**src/rtl/cmpf_pkg.sv**
```systemverilog
package cmpf_pkg;

  typedef struct packed {
    logic n;
    logic z;
    logic c;
    logic v;
  } cmp_flags_t;

  typedef enum logic {
    OP_CMP  = 1'b0,
    OP_CMPC = 1'b1
  } cmp_op_e;

endpackage

```
**src/rtl/cmpf_sub.sv**
```systemverilog
// Sliced subtractor: a + ~b + cin, rippled through SLICE_W-bit groups.
module cmpf_sub #(
  parameter int WORD_W  = 16,
  parameter int SLICE_W = 4
) (
  input  logic [WORD_W-1:0] a,
  input  logic [WORD_W-1:0] b,
  input  logic              cin,
  output logic [WORD_W-1:0] diff,
  output logic              cout
);
  localparam int NSL = WORD_W / SLICE_W;

  logic [NSL:0] cy;

  assign cy[0] = cin;

  for (genvar s = 0; s < NSL; s++) begin : g_slice
    logic [SLICE_W-1:0] a_s, nb_s, d_s;
    logic               co_s;
    assign a_s  = a[s*SLICE_W +: SLICE_W];
    assign nb_s = ~b[s*SLICE_W +: SLICE_W];
    assign {co_s, d_s} = {1'b0, a_s} + {1'b0, nb_s} + {{SLICE_W{1'b0}}, cy[s]};
    assign diff[s*SLICE_W +: SLICE_W] = d_s;
    assign cy[s+1] = co_s;
  end

  assign cout = cy[NSL];
endmodule

```
**src/rtl/cmpf_flag_form.sv**
```systemverilog
// Forms the next flag set from the word difference and the stored flags.
module cmpf_flag_form
  import cmpf_pkg::*;
#(
  parameter int WORD_W = 16
) (
  input  cmp_op_e           op,
  input  cmp_flags_t        cur,
  input  logic              a_msb,
  input  logic              b_msb,
  input  logic [WORD_W-1:0] diff,
  input  logic              no_borrow,
  output cmp_flags_t        nxt
);
  logic word_zero;

  assign word_zero = (diff == '0);

  always_comb begin
    nxt.n = diff[WORD_W-1];
    nxt.c = no_borrow;
    nxt.v = (a_msb ^ b_msb) & (diff[WORD_W-1] ^ a_msb);
    if (op == OP_CMPC) nxt.z = cur.z & word_zero;
    else               nxt.z = word_zero;
  end
endmodule

```
**src/rtl/cmpf_status_reg.sv**
```systemverilog
module cmpf_status_reg
  import cmpf_pkg::*;
(
  input  logic       clk,
  input  logic       rst,
  input  logic       en,
  input  cmp_flags_t d,
  output cmp_flags_t q
);
  always_ff @(posedge clk) begin
    if (rst)     q <= '0;
    else if (en) q <= d;
  end
endmodule

```
**src/rtl/cmp_flags_unit.sv**
```systemverilog
// Compare / compare-with-carry flag unit with its own status register.
// WORD_W must be a multiple of SLICE_W.
module cmp_flags_unit
  import cmpf_pkg::*;
#(
  parameter int WORD_W  = 16,
  parameter int SLICE_W = 4
) (
  input  logic              clk,
  input  logic              rst,
  input  logic              en,
  input  logic              op_carry,
  input  logic [WORD_W-1:0] opa,
  input  logic [WORD_W-1:0] opb,
  output logic              flag_n,
  output logic              flag_z,
  output logic              flag_c,
  output logic              flag_v
);
  cmp_op_e           op;
  cmp_flags_t        cur, nxt;
  logic              sub_cin, sub_cout;
  logic [WORD_W-1:0] diff;

  assign op = cmp_op_e'(op_carry);
  // Carry in of a + ~b: 1 for a plain compare, stored C (no borrow) in a chain.
  assign sub_cin = (op == OP_CMPC) ? cur.c : 1'b1;

  cmpf_sub #(.WORD_W(WORD_W), .SLICE_W(SLICE_W)) u_sub (
    .a(opa), .b(opb), .cin(sub_cin), .diff(diff), .cout(sub_cout)
  );

  cmpf_flag_form #(.WORD_W(WORD_W)) u_form (
    .op(op), .cur(cur), .a_msb(opa[WORD_W-1]), .b_msb(opb[WORD_W-1]),
    .diff(diff), .no_borrow(sub_cout), .nxt(nxt)
  );

  cmpf_status_reg u_sr (
    .clk(clk), .rst(rst), .en(en), .d(nxt), .q(cur)
  );

  assign flag_n = cur.n;
  assign flag_z = cur.z;
  assign flag_c = cur.c;
  assign flag_v = cur.v;
endmodule

```
**config.mk**
```make
export PLATFORM = sky130hd
export DESIGN_NAME = cmp_flags_unit
export DESIGN_NICKNAME = d
export VERILOG_FILES = /design/src/rtl/cmpf_pkg.sv /design/src/rtl/cmpf_sub.sv /design/src/rtl/cmpf_flag_form.sv /design/src/rtl/cmpf_status_reg.sv /design/src/rtl/cmp_flags_unit.sv
export SDC_FILE = /design/constraint.sdc
export NUM_CORES = 1
export LEC_CHECK = 0
export BUFFER_PORTS_ARGS = -buffer_cell sky130_fd_sc_hd__buf_2
export CORE_MARGIN = 2
export CORE_UTILIZATION = 49
export CTS_CLUSTER_DIAMETER = 50
export DETAILED_ROUTE_END_ITERATION = 8
export PLACE_DENSITY = 0.95
export SYNTH_ARGS = -nofsm -noshare
export SYNTH_HDL_FRONTEND = slang
export SYNTH_SLANG_ARGS = --single-unit
```
**constraint.sdc**
```tcl
create_clock -name clk -period 15.55 [get_ports clk]
set_clock_uncertainty 0.15 [all_clocks]
set_input_delay 0.7775 -clock clk [delete_from_list [all_inputs] [get_ports clk]]
set_output_delay 0.7775 -clock clk [all_outputs]
set_load 0.03 [all_outputs]
```
After elaboration in Yosys (flattened, before gate mapping)

Cells that the tools add are included.

Bits in registers: 4
Input bits: 36

Reductions and logical operators: 1
Bitwise gates (word level): 8
Muxes and demuxes: 2
Add/sub/neg operators: 8

Operators with widths:

| cell                                   | count |
|---|---|
| 4-bit by 4-bit adder with 5-bit output | 4 |
| 5-bit by 1-bit adder with 5-bit output | 4 |
| 16-bit zero test                       | 1 |
| 4-bit inverter                         | 4 |
| 1-bit bitwise AND                      | 2 |
| 1-bit two-way mux                      | 2 |
| 1-bit XOR                              | 2 |

Logic depth before layout (Yosys ltp)

Depth after elaboration: 9
Gate-level depth with buffers: 23

Hierarchy

Synthesis repeated with hierarchy kept, for this count alone.

Cells, all modules: 103
Area, all modules: 834.6 um^2

By module, submodules not included:

| module          | sequential area each (um^2) | times used | area an instance (um^2) | cells an instance |
|---|---|---|---|---|
| cmpf_sub        | 0.0                         | 1          | 599.3                   | 76 |
| cmpf_status_reg | 80.1                        | 1          | 140.1                   | 13 |
| cmpf_flag_form  | 0.0                         | 1          | 88.8                    | 13 |
| cmp_flags_unit  | 0.0                         | 1          | 6.3                     | 1 |

Least setup slack after synthesis

Ideal clock, no wire load.

Path kind: input-to-reg
Start point: input op_carry
End point: register u_sr.q[2] in the netlist's numbering
Arrival: 5.143 ns
Data required time: 15.331 ns
Setup slack: 10.188 ns
Stages on the path: 23
Buffers on the path: 0
Cell sequence: nand2b_1 -> fa_1 -> inv_1 -> fa_1 -> inv_1 -> a21o_1 -> a21oi_1 -> fa_1 -> fa_1 -> o21ai_0 -> a21oi_1 -> fa_1 -> fa_1 -> inv_1 -> a21o_1 -> a21oi_1 -> fa_1 -> fa_1 -> xor2_1 -> o2111ai_1 -> nor4_2 -> o2111ai_1 -> o21ai_1

Longest elaborated chain between the ends: 8

Ends and longest elaborated chain:

| element                                             | RTL line              | source |
|---|---|---|
| start, declared                                     | cmp_flags_unit.sv:12  | `input logic op_carry,` |
| 1-bit two-way mux                                   | cmp_flags_unit.sv:27  | `assign sub_cin = (op == OP_CMPC) ? cur.c : 1'b1;` |
| 5-bit by 1-bit adder with 5-bit output (4 in a row) | cmpf_sub.sv:23        | `assign {co_s, d_s} = {1'b0, a_s} + {1'b0, nb_s} + {{SLICE_W{1'b0}}, cy[s]};` |
| 16-bit zero test                                    | cmpf_flag_form.sv:17  | `assign word_zero = (diff == '0);` |
| 1-bit bitwise AND                                   | cmpf_flag_form.sv:23  | `if (op == OP_CMPC) nxt.z = cur.z & word_zero;` |
| 1-bit two-way mux *                                 | cmpf_flag_form.sv:23  |  |
| end signal, assigned                                | cmpf_status_reg.sv:11 | `if (rst) q <= '0;` |
| end signal, assigned                                | cmpf_status_reg.sv:12 | `else if (en) q <= d;` |
| end, declared                                       | cmpf_status_reg.sv:8  | `output cmp_flags_t q` |

Mark *: on every way between the ends. The rest lies on a longest branch, timed or not.
A chain may end at the register's enable or synchronous reset.

Final worst setup path

Same ends and word-level chain as after synthesis.

==> impl_metrics.py <==
metrics = {
    "status": {
        "status": "completed",
    },
    "sta": {
        "layout_min_cycle_time_ns": 5.61,
        "finalSetupTns_ns": 0,
        "slew_headroom": 0.832,
        "worstMarginPinSlew_ns": 0.250,
        "maxSlewViolCount": 0,
        "rsz0062_at_grt": "no",
        "worst_slack_ns": 9.94,
        "hold_violations": 0,
        "clock.fmax_ghz": 0.178,
        "setup_viol": 0,
        "period_share": 0.361,
    },
    "cells_and_area": {
        "fin_nets": 197,
        "finalInstanceArea_mm2": 0.00104,
        "final_common_cell": "buf_2",
        "nFillCells": 118,
        "n_antenna_cell": 0,
        "largest-register": "u_sr.q",
        "multi_input_area_um2": 622,
        "largestRegisters": "u_sr.q: 4 flops",
        "register_area_um2": 80.1,
        "final_cell_mix": "buf_2, inv_1, ha_1",
        "area.growth.synth_to_final_pct": 29.5,
        "largest_register_ffs": 4,
        "post_route_cells_drive_above_1_share": 0.317,
    },
    "hold_path": {
        "min_from": "u_sr.q[1]",
        "hp-class": "reg2reg",
    },
    "worst_setup_path": {
        "worst_ep_arrival_time_ns": 5.62,
        "start_kind": "input pin",
        "worstSetupPathType": "in2reg",
        "worstReg2RegStart": "u_sr.q[1]",
        "crit_start": "op_carry",
        "cp_max_fo": 2,
        "required_ns": 15.57,
        "worst_setup_path_end_kind": "flop",
    },
    "die": {
        "core-area_mm2": 0.00152,
        "fp.dieH_um": 44.6,
        "fp.dieArea_mm2": 0.00199,
        "die_x_um": 44.6,
        "start_util": 0.530,
        "rows": 14,
        "num_io_pins": 40,
    },
    "detailed_routing": {
        "vias": 796,
        "initialDrtViolationCount": 15,
        "drtAntennaViolNets": 0,
        "wire_per_inst_um": 11.8,
        "route.detailed.drc": 0,
        "wirelength_um": 1840,
        "dr.pass1.iters": 4,
        "viasPerCell": 5.14,
    },
    "global_route": {
        "grt-ovfl-total": 0,
        "use_met1": 0.212,
        "grt_pass1_wl_um": 2930,
        "first_global_vias": 778,
        "antenna_found_initial": 0,
        "grt-busiest-layer": "met2",
        "gr-usage-met2": 0.388,
        "grt_max_degree": 8,
        "grt.total_usage": 0.198,
        "use_met3": 0.0204,
    },
    "clock_network": {
        "cts_hold_buf": 0,
        "post_cts_resized": 0,
        "cts_tree": "yes",
        "cts.sinks": 4,
        "clockBufferDepth": 2,
        "cts_made_buffers": 3,
        "htree_levels": 1,
        "clock-root-buffer": "clkbuf_4",
        "postCtsSetupBuffers": 0,
        "clkTransAtPathRegs_ns": 0.04,
        "clkLatencyLatePin_ns": 0.23,
    },
    "yosys": {
        "yosysWarnings": 0,
        "ys_seq_area_frac": 0.0992,
        "synthCells": 97,
        "syn_area_per_cell_um2": 8.32,
        "syn_area_um2": 807,
        "ys_types": 25,
        "ys_ff_latch": 4,
        "syn_nets": 153,
    },
    "pwr": {
        "comb_power_share": 0.560,
        "p_sw_uw": 20.8,
        "power.leakage_uw": 0.000600,
        "p_clk_frac": 0.234,
        "p_int_uw": 34.6,
        "ir_worst_vdd_v": 0.0000279,
        "p_per_area_mw_per_mm2": 53.0,
        "power_frac_seq": 0.206,
        "swShare": 0.375,
    },
    "place": {
        "dp_hpwl_um": 1680,
        "placed_area_mm2": 0.00102,
        "gp_congestion": 0.773,
        "port_buffers": 39,
        "dpl_worst_slack_ns": 9.75,
    },
    "flow_run": {
        "maxCapViolCount": 0,
    },
}
cell type report:
type / count / share of cell area
timing repair buffer: 39 / 0.187
clock buffer: 3 / 0.0216
tap: 16 / 0.0192
sequential: 4 / 0.0766
multi-input combinational: 65 / 0.595
inverter: 28 / 0.101
stage by stage:
stage	cells	util	hold WS (ns)	power (µW)
2_1_floorplan	97	-	0.454	31.5
3_3_place_gp	152	0.671	0.337	40.5
3_5_place_dp	152	0.671	0.381	42.6
4_1_cts	155	0.686	0.386	55.7
5_1_grt	155	0.686	0.430	59.8
6_report	155	0.686	0.390	55.4
cells in the mapped netlist:
master	instances	share of area
a21boi_0	1	0.0093
a21o_1	3	0.028
a21oi_1	6	0.037
a311oi_1	1	0.011
dfxtp_1	4	0.099
fa_1	8	0.20
ha_1	12	0.19
inv_1	28	0.13
mux2i_1	1	0.012
nand2_1	3	0.014
nand2b_1	1	0.0078
nand3b_1	1	0.0093
nand4b_1	2	0.022
nor2_1	1	0.0046
nor2b_1	5	0.039
nor3b_1	1	0.0093
nor4_2	1	0.016
o2111ai_1	2	0.022
o21ai_0	4	0.025
o21ai_1	1	0.0062
o22ai_1	1	0.0078
or2b_1	1	0.0093
or3b_2	1	0.011
xnor2_1	4	0.043
xor2_1	4	0.043
cell families (layout without fill, tap and decap cells):
logic type               Yosys count  in the layout  share of synthesized area
adder cells (fa/ha/maj)           20             20                      0.384
flip-flops                         4              4                     0.0992
XOR/XNOR                           8              8                     0.0868
multiplexers                       1              1                     0.0124
AO/OA/AOI/OAI                     19             19                      0.146
buffers and inverters             28             70                      0.130
AND/OR/NAND/NOR                   17             17                      0.141
worst paths after layout:
path	endpoint	slack [ns]	depth (start not counted)
hold / removal	u_sr.q[1]	0.39	2
setup reg to reg	u_sr.q[2]	10.18	23
hold reg to reg	u_sr.q[1]	0.39	2
setup / recovery	u_sr.q[2]	9.94	24
power groups by stage:
stage	Sequential, µW	Combinational [µW]	Clock, µW
2_1_floorplan	12.9	18.7	0
3_3_place_gp	11.5	29.0	0
3_5_place_dp	11.5	31.1	0
4_1_cts	11.4	31.2	13.1
5_1_grt	11.4	35.1	13.3
6_report	11.4	31.0	12.9
metal layers:
layer / share of wire / wire [µm] / vias to the layer above
met5: 0 / 0 / -
met4: 0 / 0 / 0
met3: 0.064 / 118 / 0
met2: 0.55 / 1010 / 33
met1: 0.38 / 704 / 367
li1: - / - / 396
worst max-delay path, cell delays in order:
cell	delay, ns
buf_2	0.10
nand2b_1	0.09
fa_1	0.20
inv_1	0.05
fa_1	0.40
inv_1	0.07
a21o_1	0.12
a21oi_1	0.08
fa_1	0.40
fa_1	0.41
o21ai_0	0.16
a21oi_1	0.10
fa_1	0.41
fa_1	0.42
inv_1	0.08
a21o_1	0.10
a21oi_1	0.07
fa_1	0.40
fa_1	0.43
xor2_1	0.17
o2111ai_1	0.15
nor4_2	0.17
o2111ai_1	0.14
o21ai_1	0.12
Power figures use the tool's default switching activity.
